## src/rtl/ds_link_pkg.sv

```systemverilog
package ds_link_pkg;

  typedef struct packed {
    logic d;
    logic s;
  } ds_pair_t;

  // A new bit is signalled when either wire differs from its previous sample.
  function automatic logic ds_edge(input ds_pair_t now_v, input ds_pair_t prev_v);
    return (now_v.d ^ prev_v.d) | (now_v.s ^ prev_v.s);
  endfunction

  // Strobe for the next emitted bit: the new pair parity is the inverse of
  // the old parity, so exactly one wire changes.
  function automatic logic ds_next_strobe(input logic d_new, input logic d_old,
                                          input logic s_old);
    return d_new ^ ~(d_old ^ s_old);
  endfunction

endpackage

```

## src/rtl/ds_sync.sv

```systemverilog
module ds_sync
  import ds_link_pkg::*;
#(
  parameter int STAGES = 2
) (
  input  logic     clk,
  input  logic     rst_n,
  input  ds_pair_t raw,
  output ds_pair_t synced,
  output ds_pair_t held
);
  ds_pair_t chain [STAGES];

  always_ff @(posedge clk or negedge rst_n) begin
    if (!rst_n) begin
      for (int i = 0; i < STAGES; i++) chain[i] <= '0;
      held <= '0;
    end else begin
      chain[0] <= raw;
      for (int i = 1; i < STAGES; i++) chain[i] <= chain[i-1];
      held <= chain[STAGES-1];
    end
  end

  assign synced = chain[STAGES-1];
endmodule

```

## src/rtl/ds_bit_recover.sv

```systemverilog
module ds_bit_recover
  import ds_link_pkg::*;
(
  input  logic     clk,
  input  logic     rst_n,
  input  ds_pair_t synced,
  input  ds_pair_t held,
  output logic     edge_seen,
  output logic     bit_now,
  output logic     rx_bit,
  output logic     rx_valid
);
  assign edge_seen = ds_edge(synced, held);
  assign bit_now   = synced.d;

  always_ff @(posedge clk or negedge rst_n) begin
    if (!rst_n) begin
      rx_bit   <= 1'b0;
      rx_valid <= 1'b0;
    end else begin
      rx_valid <= edge_seen;
      if (edge_seen) rx_bit <= bit_now;
    end
  end
endmodule

```

## src/rtl/ds_lag_line.sv

```systemverilog
module ds_lag_line #(
  parameter int LAG = 2
) (
  input  logic clk,
  input  logic rst_n,
  input  logic shift_en,
  input  logic bit_in,
  output logic tap_bit
);
  logic [LAG-1:0] line_q;

  always_ff @(posedge clk or negedge rst_n) begin
    if (!rst_n) begin
      line_q <= '0;
    end else if (shift_en) begin
      line_q[0] <= bit_in;
      for (int i = 1; i < LAG; i++) line_q[i] <= line_q[i-1];
    end
  end

  // Oldest entry, read before the shift: the bit from LAG transitions ago.
  assign tap_bit = line_q[LAG-1];
endmodule

```

## src/rtl/ds_tx_encoder.sv

```systemverilog
module ds_tx_encoder
  import ds_link_pkg::*;
(
  input  logic clk,
  input  logic rst_n,
  input  logic fire,
  input  logic bit_in,
  output logic dout,
  output logic sout
);
  always_ff @(posedge clk or negedge rst_n) begin
    if (!rst_n) begin
      dout <= 1'b0;
      sout <= 1'b0;
    end else if (fire) begin
      dout <= bit_in;
      sout <= ds_next_strobe(bit_in, dout, sout);
    end
  end
endmodule

```

## src/rtl/ds_link_repeater.sv

```systemverilog
module ds_link_repeater
  import ds_link_pkg::*;
#(
  parameter int SYNC_STAGES = 2,
  parameter int LAG         = 2
) (
  input  logic clk,
  input  logic rst_n,
  input  logic ds_din,
  input  logic ds_sin,
  output logic ds_dout,
  output logic ds_sout,
  output logic rx_bit,
  output logic rx_valid
);
  ds_pair_t raw_w;
  ds_pair_t synced_w;
  ds_pair_t held_w;
  logic     edge_seen;
  logic     bit_now;
  logic     tap_bit;

  assign raw_w.d = ds_din;
  assign raw_w.s = ds_sin;

  ds_sync #(.STAGES(SYNC_STAGES)) u_sync (
    .clk    (clk),
    .rst_n  (rst_n),
    .raw    (raw_w),
    .synced (synced_w),
    .held   (held_w)
  );

  ds_bit_recover u_recover (
    .clk       (clk),
    .rst_n     (rst_n),
    .synced    (synced_w),
    .held      (held_w),
    .edge_seen (edge_seen),
    .bit_now   (bit_now),
    .rx_bit    (rx_bit),
    .rx_valid  (rx_valid)
  );

  ds_lag_line #(.LAG(LAG)) u_lag (
    .clk      (clk),
    .rst_n    (rst_n),
    .shift_en (edge_seen),
    .bit_in   (bit_now),
    .tap_bit  (tap_bit)
  );

  ds_tx_encoder u_tx (
    .clk    (clk),
    .rst_n  (rst_n),
    .fire   (edge_seen),
    .bit_in (tap_bit),
    .dout   (ds_dout),
    .sout   (ds_sout)
  );
endmodule

```

## config.mk

```make
export PLATFORM = sky130hd
export DESIGN_NAME = ds_link_repeater
export DESIGN_NICKNAME = d
export VERILOG_FILES = /design/src/rtl/ds_link_pkg.sv /design/src/rtl/ds_sync.sv /design/src/rtl/ds_bit_recover.sv /design/src/rtl/ds_lag_line.sv /design/src/rtl/ds_tx_encoder.sv /design/src/rtl/ds_link_repeater.sv
export SDC_FILE = /design/constraint.sdc
export NUM_CORES = 1
export LEC_CHECK = 0
export ABC_CLOCK_PERIOD_IN_PS = 3550
export BUFFER_PORTS_ARGS = -buffer_cell sky130_fd_sc_hd__buf_2
export CAP_MARGIN = 5
export CORE_AREA = 4 4 41 43
export CTS_BUF_LIST = sky130_fd_sc_hd__clkbuf_8
export DETAILED_ROUTE_END_ITERATION = 16
export DIE_AREA = 0 0 45 47
export PLACE_DENSITY = 0.45
export REMOVE_ABC_BUFFERS = 1
export SETUP_SLACK_MARGIN = 0.1
export SYNTH_ARGS = -nofsm -noshare
export SYNTH_HDL_FRONTEND = slang
export SYNTH_SLANG_ARGS = --single-unit
```

## constraint.sdc

```tcl
create_clock -name clk -period 3.55 [get_ports clk]
set_clock_uncertainty 0.1 [all_clocks]
set_input_delay 0.355 -clock clk [delete_from_list [all_inputs] [get_ports clk]]
set_output_delay 0.355 -clock clk [all_outputs]
set_load 0.02 [all_outputs]
```

==> results.yml <==
run_status:
  status: "finished, final reports clean"
drt:
  met3RoutedLength_um: 48
  postRouteAntennaNets: 0
  post_drt_via_cell_ratio: 3.96
  drt_iter0_markers: 4
  drc: 0
  wl_per_cell_um: 10.1
  drt-met1-wl_um: 217
  dr_wl_met2_um: 210
  num_vias: 186
  finalWirelength_um: 476
  top_layer: "met3"
  drtPass1Iterations: 2
cts:
  htree_num_levels: 1
  clock_latency_ns: 0.23
  cts_made_buffers: 3
  cts_resized: 0
  cts_tree: "done"
  clockBufferDepth: 2
  cts.sinks: 11
  cts_root_buffer: "clkbuf_8"
  path_clk_slew_ns: 0.05
power:
  p_leak_nw: 0.214
  powerDensity_nw_per_um2: 697
  vdd_drop_max_mv: 0.277
synthesis:
  synth_most_common_cell: "dfrtp_1"
  async_flop_share_pct: 100
  ys_ff_latch: 11
  ys_top_cells_by_count: "dfrtp_1 (11), mux2_1 (3), xnor2_1 (2), xor2_1 (2)"
  synth.distinct_cells: 6
  synth-main-ff-cell: "dfrtp_1"
  netlist_instances: 20
  synth_edf_count: 0
  synth_area_um2: 355
  synth_top_cell_area_share_pct: 77.5
  synth.largest_area_cell: "dfrtp_1"
  yosys_warnings: 0
  yosysSeqAreaShare_pct: 77.5
  postSynthAreaPerCell_um2: 17.8
  synth_area_leaders: "dfrtp_1 (77%), mux2_1 (9.5%), xnor2_1 (4.9%), xor2_1 (4.9%), nand2_2 (1.8%)"
critical_path:
  end_kind: "flop"
  r2r-start: "u_sync.synced[1]$_DFF_PN0_"
  rr_worst_depth: 3
  crit_path_end: "u_lag.line_q[0]$_DFFE_PN0P_"
  critPathMaxFanout: 4
  crit_type: "flop to flop"
  r2r_end: "u_lag.line_q[0]$_DFFE_PN0P_"
  start_kind: "flop"
  setup.worst_path.start: "u_sync.synced[1]$_DFF_PN0_"
  critPathArrivalTime_ns: 1.29
  r2r_slack_ns: 2.27
  required_ns: 3.56
sta:
  finalSetupViolations: 0
  maxSlewViolCount: 0
  fin_tns_setup_ns: 0
  fin_ws_ns: 2.27
  min_period_over_period_pct: 36.2
  hold_viol_final: 0
  worst_pin_slew_ns: 0.232
  max_freq_mhz: 779
  max_slew_margin_pct: 84.4
  rsz0062_at_grt: "false"
  fin_crit_ns: 1.28
floorplanning:
  die_area_um2: 2120
  core_area_um2: 1300
  io_pins: 8
  rows: 13
  initial_core_util_pct: 27.3
  die_h_um: 47
  die_x_um: 45
layout:
  fin_nets: 37
  fin_util_pct: 35.7
  diodes: 0
  area.growth.synth_to_final_pct: 30.6
  drive_above_1_share_pct: 34.4
  nFillCells: 137
place:
  gp_congestion: 0.621
  dp_slack_ns: 2.26
  io_buffers: 7
grt:
  antenna_found_initial: 0
  grt-ovfl-total: 0
  grt_pass1_wl_um: 855
  grt_pass1_vias: 198
  grt_usage_pct: 6.26
  grt_start_max_net_pins: 12
min_path:
  hold_path.class: "primary input to flop"
run:
  maxCapViolations: 0
[state kept, by name, summed over array words and instances, names as in the netlist]
| name | cells |
|---|---|
| u_sync.chain | 2 |
| u_sync.held | 2 |
| u_sync.synced | 2 |
| u_recover.rx_valid | 1 |
| u_lag.line_q | 2 |
| u_tx.dout | 1 |
| u_tx.sout | 1 |
[metrics by stage]
stage                     hold slack, ns  power [mW]  cells  cell area (um^2)
after global placement             0.131       0.208     42               409
after floorplan                  -0.0406       0.189     20               355
after CTS                          0.123       0.332     47               464
after global routing               0.124       0.343     47               464
after detailed placement           0.136       0.210     42               409
final                              0.129       0.323     47               464
[worst min-delay path by stage]
stage	startpoint	end	cells after the start
3_5_place_dp	rst_n	u_sync.held[0]$_DFF_PN0_	1
6_report	ds_din	u_sync.chain[3]$_DFF_PN0_	1
5_1_grt	ds_sin	u_sync.chain[2]$_DFF_PN0_	1
3_3_place_gp	rst_n	u_sync.held[0]$_DFF_PN0_	1
4_1_cts	ds_din	u_sync.chain[3]$_DFF_PN0_	1
2_1_floorplan	rst_n	u_lag.line_q[0]$_DFFE_PN0P_	0
[layer usage]
layer / track usage [%] / vias to the layer above
li1: - / 88
met5: 0 / -
met2: 8.19 / 7
met4: 7.02 / 0
met1: 6.41 / 91
met3: 3.83 / 0
[critical path, cell delays in order, from the launching register on]
cell and delay, ns:
dfrtp_1 0.40, xnor2_1 0.23, nand2_2 0.11, mux2_1 0.32
[cell usage in the layout, fill, tap and decap left out]
| cell | n |
|---|---|
| buf_2 | 7 |
| dlygate4sd3_1 | 1 |
| xnor2_1 | 2 |
| dfrtp_1 | 11 |
| mux2_1 | 3 |
| xor2_1 | 2 |
| nand2_2 | 1 |
| a21oi_1 | 1 |
| inv_1 | 1 |
| clkbuf_8 | 3 |
[kinds of logic (layout without fill, tap and decap cells)]
family	Yosys count	after routing	share of synthesized area, %
muxes	3	3	9.51
buffers and inverters	0	12	0
and+or+nand+nor	1	1	1.76
xor gates and xnor gates	4	4	9.86
DFF	11	11	77.5
AOI/OAI and AO/OA	1	1	1.41
[repair_timing]
action                                 4_1_cts  5_1_grt
endpoints found under the hold margin       11        0
hold buffers                                 1        0
buffers inserted                             0        0
[cell type report]
| cell class | instances | area [um^2] | share of cell area, % |
|---|---|---|---|
| clock buffer | 3 | 41.3 | 8.89 |
| clock inverter | 1 | 3.75 | 0.809 |
| multi-input combinational | 9 | 80.1 | 17.3 |
| sequential | 11 | 275 | 59.3 |
| tap | 15 | 18.8 | 4.04 |
| timing repair buffer | 8 | 45.0 | 9.70 |
[where the power goes]
part           internal (mW)  switching (mW)
clock                 0.0754          0.0416
sequential             0.143          0.0104
combinational         0.0221          0.0308
total                  0.241          0.0828
(Power assumes the default switching activity.)
